File: src/rtl/spr_pkg.sv
// Shared types for the sprite evaluation unit.
// Assumes byte-wide sprite fields; the row field covers heights up to 16.
package spr_pkg;
    localparam int BYTE_W = 8;
    localparam int ROW_W  = 4;

    // One secondary-list entry: the copied sprite bytes plus its row.
    typedef struct packed {
        logic [BYTE_W-1:0] ypos;
        logic [BYTE_W-1:0] tile;
        logic [BYTE_W-1:0] attr;
        logic [BYTE_W-1:0] xpos;
        logic [ROW_W-1:0]  row;
    } list_ent_t;
endpackage

File: src/rtl/spr_eval_fsm.sv
// Walks the object table in index order and copies the covering sprites
// into the secondary list. Assumes a same-cycle read port, and a line and
// height that are held steady while busy. It stops at the first sprite
// past the list capacity and flags overflow.
module spr_eval_fsm
    import spr_pkg::*;
#(
    parameter int NUM_SPR = 64,
    parameter int SLOTS   = 8
) (
    input  logic                         clk,
    input  logic                         rst_n,
    input  logic                         eval_start,
    input  logic [7:0]                   target_line,
    input  logic                         tall_mode,
    output logic [$clog2(NUM_SPR)+1:0]   oam_addr,
    input  logic [7:0]                   oam_rdata,
    output logic                         busy,
    output logic                         overflow,
    output logic                         zero_sel,
    output logic [$clog2(SLOTS+1)-1:0]   sel_count,
    output list_ent_t                    list_o [SLOTS]
);
    localparam int IW = $clog2(NUM_SPR);
    localparam int SW = $clog2(SLOTS);
    localparam int CW = $clog2(SLOTS+1);

    typedef enum logic [1:0] {ST_IDLE, ST_SCAN, ST_COPY} st_t;

    st_t             st_q;
    logic [IW-1:0]   idx_q;
    logic [1:0]      byte_q;
    logic [CW-1:0]   cnt_q;
    logic            ovf_q;
    logic            zsel_q;
    list_ent_t       list_q [SLOTS];

    logic [8:0]      diff9;
    logic [4:0]      height;
    logic [3:0]      row_max;
    logic            hit;
    logic            last;
    logic            full;
    logic [SW-1:0]   wr;

    // Coverage test for the sprite whose Y byte is on the read port.
    always_comb begin
        diff9   = {1'b0, target_line} - {1'b0, oam_rdata};
        height  = tall_mode ? 5'd16 : 5'd8;
        row_max = tall_mode ? 4'd15 : 4'd7;
        hit     = !diff9[8] && (diff9[7:0] < {3'b000, height});
        last    = (idx_q == IW'(NUM_SPR-1));
        full    = (cnt_q == CW'(SLOTS));
        wr      = cnt_q[SW-1:0];
    end

    // Scan, copy and overflow sequencing.
    always_ff @(posedge clk) begin
        if (!rst_n) begin
            st_q   <= ST_IDLE;
            idx_q  <= '0;
            byte_q <= 2'd0;
            cnt_q  <= '0;
            ovf_q  <= 1'b0;
            zsel_q <= 1'b0;
            for (int s = 0; s < SLOTS; s++) list_q[s] <= '1;
        end else begin
            case (st_q)
                ST_IDLE: begin
                    if (eval_start) begin
                        for (int s = 0; s < SLOTS; s++) list_q[s] <= '1;
                        cnt_q  <= '0;
                        ovf_q  <= 1'b0;
                        zsel_q <= 1'b0;
                        idx_q  <= '0;
                        byte_q <= 2'd0;
                        st_q   <= ST_SCAN;
                    end
                end
                ST_SCAN: begin
                    if (hit) begin
                        if (full) begin
                            ovf_q <= 1'b1;
                            st_q  <= ST_IDLE;
                        end else begin
                            list_q[wr].ypos <= oam_rdata;
                            list_q[wr].row  <= diff9[3:0];
                            byte_q          <= 2'd1;
                            st_q            <= ST_COPY;
                            if (idx_q == '0) zsel_q <= 1'b1;
                        end
                    end else if (last) begin
                        st_q <= ST_IDLE;
                    end else begin
                        idx_q <= idx_q + 1'b1;
                    end
                end
                ST_COPY: begin
                    case (byte_q)
                        2'd1: list_q[wr].tile <= oam_rdata;
                        2'd2: begin
                            list_q[wr].attr <= oam_rdata;
                            if (oam_rdata[7]) list_q[wr].row <= row_max - list_q[wr].row;
                        end
                        default: list_q[wr].xpos <= oam_rdata;
                    endcase
                    if (byte_q == 2'd3) begin
                        cnt_q  <= cnt_q + 1'b1;
                        byte_q <= 2'd0;
                        if (last) begin
                            st_q <= ST_IDLE;
                        end else begin
                            idx_q <= idx_q + 1'b1;
                            st_q  <= ST_SCAN;
                        end
                    end else begin
                        byte_q <= byte_q + 1'b1;
                    end
                end
                default: st_q <= ST_IDLE;
            endcase
        end
    end

    assign oam_addr  = {idx_q, byte_q};
    assign busy      = (st_q != ST_IDLE);
    assign overflow  = ovf_q;
    assign zero_sel  = zsel_q;
    assign sel_count = cnt_q;
    assign list_o    = list_q;
endmodule

File: src/rtl/spr_slot.sv
// One sprite output lane: an X down-counter followed by two plane shifters.
// Assumes a load happens before the first pixel of the line. A load for an
// empty slot clears the planes so that the lane stays transparent.
module spr_slot (
    input  logic       clk,
    input  logic       rst_n,
    input  logic       load,
    input  logic       valid,
    input  logic [7:0] attr,
    input  logic [7:0] xpos,
    input  logic [7:0] pat_lo,
    input  logic [7:0] pat_hi,
    input  logic       pix_en,
    output logic [1:0] pix_o,
    output logic [1:0] pal_o,
    output logic       behind_o
);
    logic [7:0] cnt_q;
    logic [7:0] lo_q;
    logic [7:0] hi_q;
    logic [1:0] pal_q;
    logic       beh_q;
    logic [7:0] lo_in;
    logic [7:0] hi_in;

    // Bit-order selection for horizontal mirroring, and empty-slot masking.
    always_comb begin
        for (int b = 0; b < 8; b++) begin
            lo_in[b] = valid & (attr[6] ? pat_lo[7-b] : pat_lo[b]);
            hi_in[b] = valid & (attr[6] ? pat_hi[7-b] : pat_hi[b]);
        end
    end

    // Counter run-down, then shift one pixel per enable.
    always_ff @(posedge clk) begin
        if (!rst_n) begin
            cnt_q <= '0;
            lo_q  <= '0;
            hi_q  <= '0;
            pal_q <= '0;
            beh_q <= 1'b0;
        end else if (load) begin
            cnt_q <= xpos;
            lo_q  <= lo_in;
            hi_q  <= hi_in;
            pal_q <= attr[1:0];
            beh_q <= attr[5];
        end else if (pix_en) begin
            if (cnt_q != 8'd0) begin
                cnt_q <= cnt_q - 8'd1;
            end else begin
                lo_q <= {lo_q[6:0], 1'b0};
                hi_q <= {hi_q[6:0], 1'b0};
            end
        end
    end

    assign pix_o    = (cnt_q == 8'd0) ? {hi_q[7], lo_q[7]} : 2'b00;
    assign pal_o    = pal_q;
    assign behind_o = beh_q;
endmodule

File: src/rtl/spr_pix_mux.sv
// Picks the lowest-numbered lane that shows an opaque pixel.
// Assumes that lane 0 has the highest priority.
module spr_pix_mux #(
    parameter int SLOTS = 8
) (
    input  logic [1:0] pix_i    [SLOTS],
    input  logic [1:0] pal_i    [SLOTS],
    input  logic       behind_i [SLOTS],
    output logic [1:0] pix_o,
    output logic [1:0] pal_o,
    output logic       behind_o,
    output logic       from_zero_o
);
    // Walk from the highest lane down so that lower lanes override.
    always_comb begin
        pix_o       = 2'b00;
        pal_o       = 2'b00;
        behind_o    = 1'b0;
        from_zero_o = 1'b0;
        for (int s = SLOTS-1; s >= 0; s--) begin
            if (pix_i[s] != 2'b00) begin
                pix_o       = pix_i[s];
                pal_o       = pal_i[s];
                behind_o    = behind_i[s];
                from_zero_o = (s == 0);
            end
        end
    end
endmodule

File: src/rtl/spr_line_eval.sv
// Top of the sprite evaluation unit: the scan FSM, a lookup port for the
// pattern fetcher, eight generated output lanes and the priority stage.
// Assumes the fetcher loads the lanes only while no scan is running.
module spr_line_eval
    import spr_pkg::*;
#(
    parameter int NUM_SPR = 64,
    parameter int SLOTS   = 8
) (
    input  logic                        clk,
    input  logic                        rst_n,
    input  logic                        eval_start,
    input  logic [7:0]                  target_line,
    input  logic                        tall_mode,
    output logic [$clog2(NUM_SPR)+1:0]  oam_addr,
    input  logic [7:0]                  oam_rdata,
    output logic                        busy,
    output logic                        overflow,
    output logic                        zero_in_list,
    input  logic [$clog2(SLOTS)-1:0]    fetch_slot,
    output logic [7:0]                  fetch_tile,
    output logic [3:0]                  fetch_row,
    input  logic                        load_en,
    input  logic [$clog2(SLOTS)-1:0]    load_slot,
    input  logic [7:0]                  pat_lo,
    input  logic [7:0]                  pat_hi,
    input  logic                        pix_en,
    output logic [1:0]                  spr_pix,
    output logic [1:0]                  spr_pal,
    output logic                        spr_behind,
    output logic                        spr_zero_here
);
    localparam int SW = $clog2(SLOTS);
    localparam int CW = $clog2(SLOTS+1);

    list_ent_t      list_w [SLOTS];
    logic [CW-1:0]  sel_count;
    logic [1:0]     lane_pix [SLOTS];
    logic [1:0]     lane_pal [SLOTS];
    logic           lane_beh [SLOTS];
    logic           win_zero;
    logic           zero_loaded_q;

    spr_eval_fsm #(.NUM_SPR(NUM_SPR), .SLOTS(SLOTS)) u_fsm (
        .clk         (clk),
        .rst_n       (rst_n),
        .eval_start  (eval_start),
        .target_line (target_line),
        .tall_mode   (tall_mode),
        .oam_addr    (oam_addr),
        .oam_rdata   (oam_rdata),
        .busy        (busy),
        .overflow    (overflow),
        .zero_sel    (zero_in_list),
        .sel_count   (sel_count),
        .list_o      (list_w)
    );

    assign fetch_tile = list_w[fetch_slot].tile;
    assign fetch_row  = list_w[fetch_slot].row;

    for (genvar s = 0; s < SLOTS; s++) begin : g_lane
        spr_slot u_slot (
            .clk      (clk),
            .rst_n    (rst_n),
            .load     (load_en && (load_slot == SW'(s))),
            .valid    (CW'(s) < sel_count),
            .attr     (list_w[s].attr),
            .xpos     (list_w[s].xpos),
            .pat_lo   (pat_lo),
            .pat_hi   (pat_hi),
            .pix_en   (pix_en),
            .pix_o    (lane_pix[s]),
            .pal_o    (lane_pal[s]),
            .behind_o (lane_beh[s])
        );
    end

    spr_pix_mux #(.SLOTS(SLOTS)) u_mux (
        .pix_i       (lane_pix),
        .pal_i       (lane_pal),
        .behind_i    (lane_beh),
        .pix_o       (spr_pix),
        .pal_o       (spr_pal),
        .behind_o    (spr_behind),
        .from_zero_o (win_zero)
    );

    // Remember whether lane 0 holds sprite 0 at the moment it is loaded.
    always_ff @(posedge clk) begin
        if (!rst_n) zero_loaded_q <= 1'b0;
        else if (load_en && (load_slot == '0)) zero_loaded_q <= zero_in_list;
    end

    assign spr_zero_here = win_zero && zero_loaded_q;
endmodule

File: config.mk
export PLATFORM = sky130hd
export DESIGN_NAME = spr_line_eval
export DESIGN_NICKNAME = d
export VERILOG_FILES = /design/src/rtl/spr_pkg.sv /design/src/rtl/spr_eval_fsm.sv /design/src/rtl/spr_slot.sv /design/src/rtl/spr_pix_mux.sv /design/src/rtl/spr_line_eval.sv
export SDC_FILE = /design/constraint.sdc
export NUM_CORES = 1
export LEC_CHECK = 0
export ABC_CLOCK_PERIOD_IN_PS = 7100
export CAP_MARGIN = 10
export CORE_MARGIN = 2
export CORE_UTILIZATION = 55
export CTS_CLUSTER_DIAMETER = 30
export DETAILED_ROUTE_END_ITERATION = 10
export PLACE_DENSITY = 0.72
export REMOVE_ABC_BUFFERS = 1
export SYNTH_ARGS = -nofsm -noshare
export SYNTH_HDL_FRONTEND = slang
export SYNTH_SLANG_ARGS = --single-unit
File: constraint.sdc
create_clock -name clk -period 7.1 [get_ports clk]
set_input_delay 1.065 -clock clk [delete_from_list [all_inputs] [get_ports clk]]
set_output_delay 1.065 -clock clk [all_outputs]
set_load 0.02 [all_outputs]
==> results.cfg <==
[cts]
cts_post_setup_buffers_inserted = 0
cts_tree = yes
cts-htree-levels = 3
ctsHoldBuffers = 0
cts_sinks = 425
cts-root-buf = clkbuf_16
clkTransAtPathRegs_ns = 0.05
clock_latency_ns = 0.67
clockBufferDepth = 3
ctsResizeCount = 0
numCtsBuffers = 108

[detailed_routing]
routedWlPerCell_um = 21.8
postRouteWirelength_mm = 80.1
ant_nets = 0
routed_via_density = 6.67
drcViolationCount = 0
wl_met3_mm = 7.40
vias = 24577
top_layer = met4
wl_met2_mm = 36.4
m1WireLength_mm = 31.9
drt_first_pass_iters = 8
drt_iter0_drc = 3179

[power_and_ir_drop]
combPwrFrac = 0.297
powerDensity_nw_per_um2 = 451
p_sw_mw = 4.45
p_leak_nw = 11.4
intPower_mw = 8.62
pwr-share-seq = 0.289
pwr-share-clk = 0.414
sw_frac_of_total = 0.341
ir_worst_vdd_mv = 0.253

[synth]
syn-cell-area_um2 = 24200
synth_edf_count = 0
ys.flop_type = dfxtp_1
syn_inst = 3069
synth-seq-area-share = 0.352
ys_ff_latch = 425
ys_warn_count = 0
ys_types = 84
synthesis.area_per_instance_um2 = 7.88
synthArstFlopShare = 0

[finish]
area_growth_pct = 19.9
fill_cells = 3517
layout.nets = 3085
final_area_um2 = 29000
drive_gt1_frac = 0.122
antenna_cells = 0
instances_no_fill = 3682

[global_routing]
antenna_found_initial = 0
grt_pass1_wl_mm = 125
grtUsageTotal = 0.343
grt_overflow_total = 0
grt_pass1_vias = 23439
grt_start_max_net_pins = 175

[timing]
fin_skew_ns = 0.0447
setup_tns_ns = 0
rsz0062_at_grt = no
slew_viol_final = 0
slew_headroom = 0.195
setup_viol = 0
hold_viol = 0
fin_crit_ns = 4.97
tightest_slew_ns = 1.21
max_freq_mhz = 201
holdWs_ns = 0.454
fin_crit_sh = 0.701

[worst_setup_path]
crit_path_start_kind = flip-flop
crit_fanout = 6
cp.arrival_ns = 3.91
worstPathRequired_ns = 6.03
worst_setup_path_end_kind = output port
path_class = reg2out

[floorplanning]
die_area_um2 = 45600
initial_utilization = 0.559
die_h_um = 214
rows = 76
io_pins = 73
coreArea_um2 = 43300
die_w_um = 214

[worst_hold_path]
hold_path.class = reg2reg

[run]
maxCapViolCount = 0

[placed_design]
place_congestion = 0.928
postPlaceCellArea_um2 = 24900
io_buffers = 72
dp_hpwl_mm = 47.8
dp_cells = 3479

[status]
status = completed
==> critical path, cell delays in order (launching register included) <==
cell             delay (ns)
dfxtp_1                0.35
or4_4                  0.59
nor3_1                 0.62
nand2_1                0.16
a31o_2                 0.27
a31o_2                 0.25
a21boi_1               0.16
o22a_1                 0.22
clkdlybuf4s50_1        0.63
==> metal layers <==
metal	vias up	track usage
met5	-	0
li1	11178	-
met2	1366	0.556
met3	331	0.0674
met4	0	0.191
met1	11702	0.429
==> per-stage QoR <==
stage / setup WS [ns] / power (mW) / utilization
floorplan: -0.947 / 6.48 / -
global placement: 1.78 / 7.38 / 0.575
detailed placement: 1.70 / 7.54 / 0.575
CTS: 2.14 / 13.0 / 0.669
global route: 2.01 / 13.7 / 0.670
finish: 2.13 / 13.1 / 0.670
==> power groups by stage <==
stage          logic, mW  registers [mW]  clock network [mW]
2_1_floorplan       2.88            3.60                   0
3_3_place_gp        3.64            3.74                   0
3_5_place_dp        3.76            3.78                   0
4_1_cts             3.82            3.75                5.44
5_1_grt             4.28            3.85                5.58
6_report            3.88            3.78                5.42
==> registers in the layout, summed over array words and instances, names as in the netlist, 2 cells and up <==
name / flops
g_lane.u_slot.behind_o: 8
g_lane.u_slot.cnt_q: 64
g_lane.u_slot.hi_q: 64
g_lane.u_slot.lo_q: 64
g_lane.u_slot.pal_o: 16
u_fsm.byte_q: 2
u_fsm.idx_q: 6
u_fsm.list_o: 192
u_fsm.sel_count: 4
u_fsm.st_q: 2
==> layout make-up <==
| class | instances | area, um2 | share of cell area |
|---|---|---|---|
| multi-input combinational | 2282 | 14300 | 0.493 |
| inverter | 72 | 278 | 0.00958 |
| sequential | 425 | 8510 | 0.294 |
| timing repair buffer | 118 | 1090 | 0.0375 |
| tap | 585 | 732 | 0.0253 |
| clock buffer | 143 | 3130 | 0.108 |
| clock inverter | 57 | 966 | 0.0333 |
==> cell usage in the layout, fill, tap and decap left out, types with 56 or more instances in the layout <==
master / netlist / final
nand2_1: 271 / 271
o21ai_0: 321 / 321
mux2_2: 73 / 73
nor3_1: 57 / 56
nor2_1: 316 / 316
a211oi_1: 143 / 143
nand3_1: 93 / 92
inv_1: 67 / 65
clkdlybuf4s50_1: 0 / 71
mux2i_1: 92 / 92
a21oi_1: 340 / 340
clkbuf_16: 0 / 110
dfxtp_1: 425 / 425
==> worst paths after layout <==
check,from,to,slack [ns],cells past startpoint
min,g_lane[6].u_slot.pal_o[0],g_lane[6].u_slot.pal_o[0],0.45,2
max reg2reg,u_fsm.sel_count[0],u_fsm.list_o[183],3.25,9
min reg2reg,g_lane[6].u_slot.pal_o[0],g_lane[6].u_slot.pal_o[0],0.45,2
max,g_lane[6].u_slot.cnt_q[2],spr_pix[1],2.13,8
==> kinds of logic after synthesis <==
| logic type | count (synthesis) | synth area share |
|---|---|---|
| mux | 189 | 0.0945 |
| simple gates | 862 | 0.159 |
| xor+xnor | 50 | 0.0181 |
| buf+inv | 362 | 0.0594 |
| flops | 425 | 0.352 |
| compound gates | 1147 | 0.300 |
| fa+ha+maj | 34 | 0.0179 |
==> synthesized netlist by cell type (all sizes together) (10+ instances only) <==
master  count  area share
inv        69       0.011
xnor2      33       0.012
or3        15      0.0039
buf        45       0.010
and3       13      0.0034
nand2b     12      0.0031
xor2       17      0.0062
o21ai     338       0.070
nor3       60       0.013
nor4       17      0.0050
o21a       16      0.0050
nand2     272       0.042
o31a       15      0.0054
a311oi     17      0.0062
a22o       38       0.014
nor2      316       0.049
a211oi    144       0.045
a21oi     341       0.071
a21o       10      0.0031
clkbuf    245       0.038
a22oi      39       0.012
ha         33       0.017
a31oi      27      0.0070
nand3      93       0.019
a221oi     47       0.017
mux4       24       0.022
a221o      13      0.0054
and2       14      0.0036
a32o       28       0.012
o221ai     12      0.0043
nor2b      19      0.0049
mux2i      92       0.038
mux2       73       0.034
dfxtp     425        0.35
No activity file was read; power rests on OpenSTA's default activity.
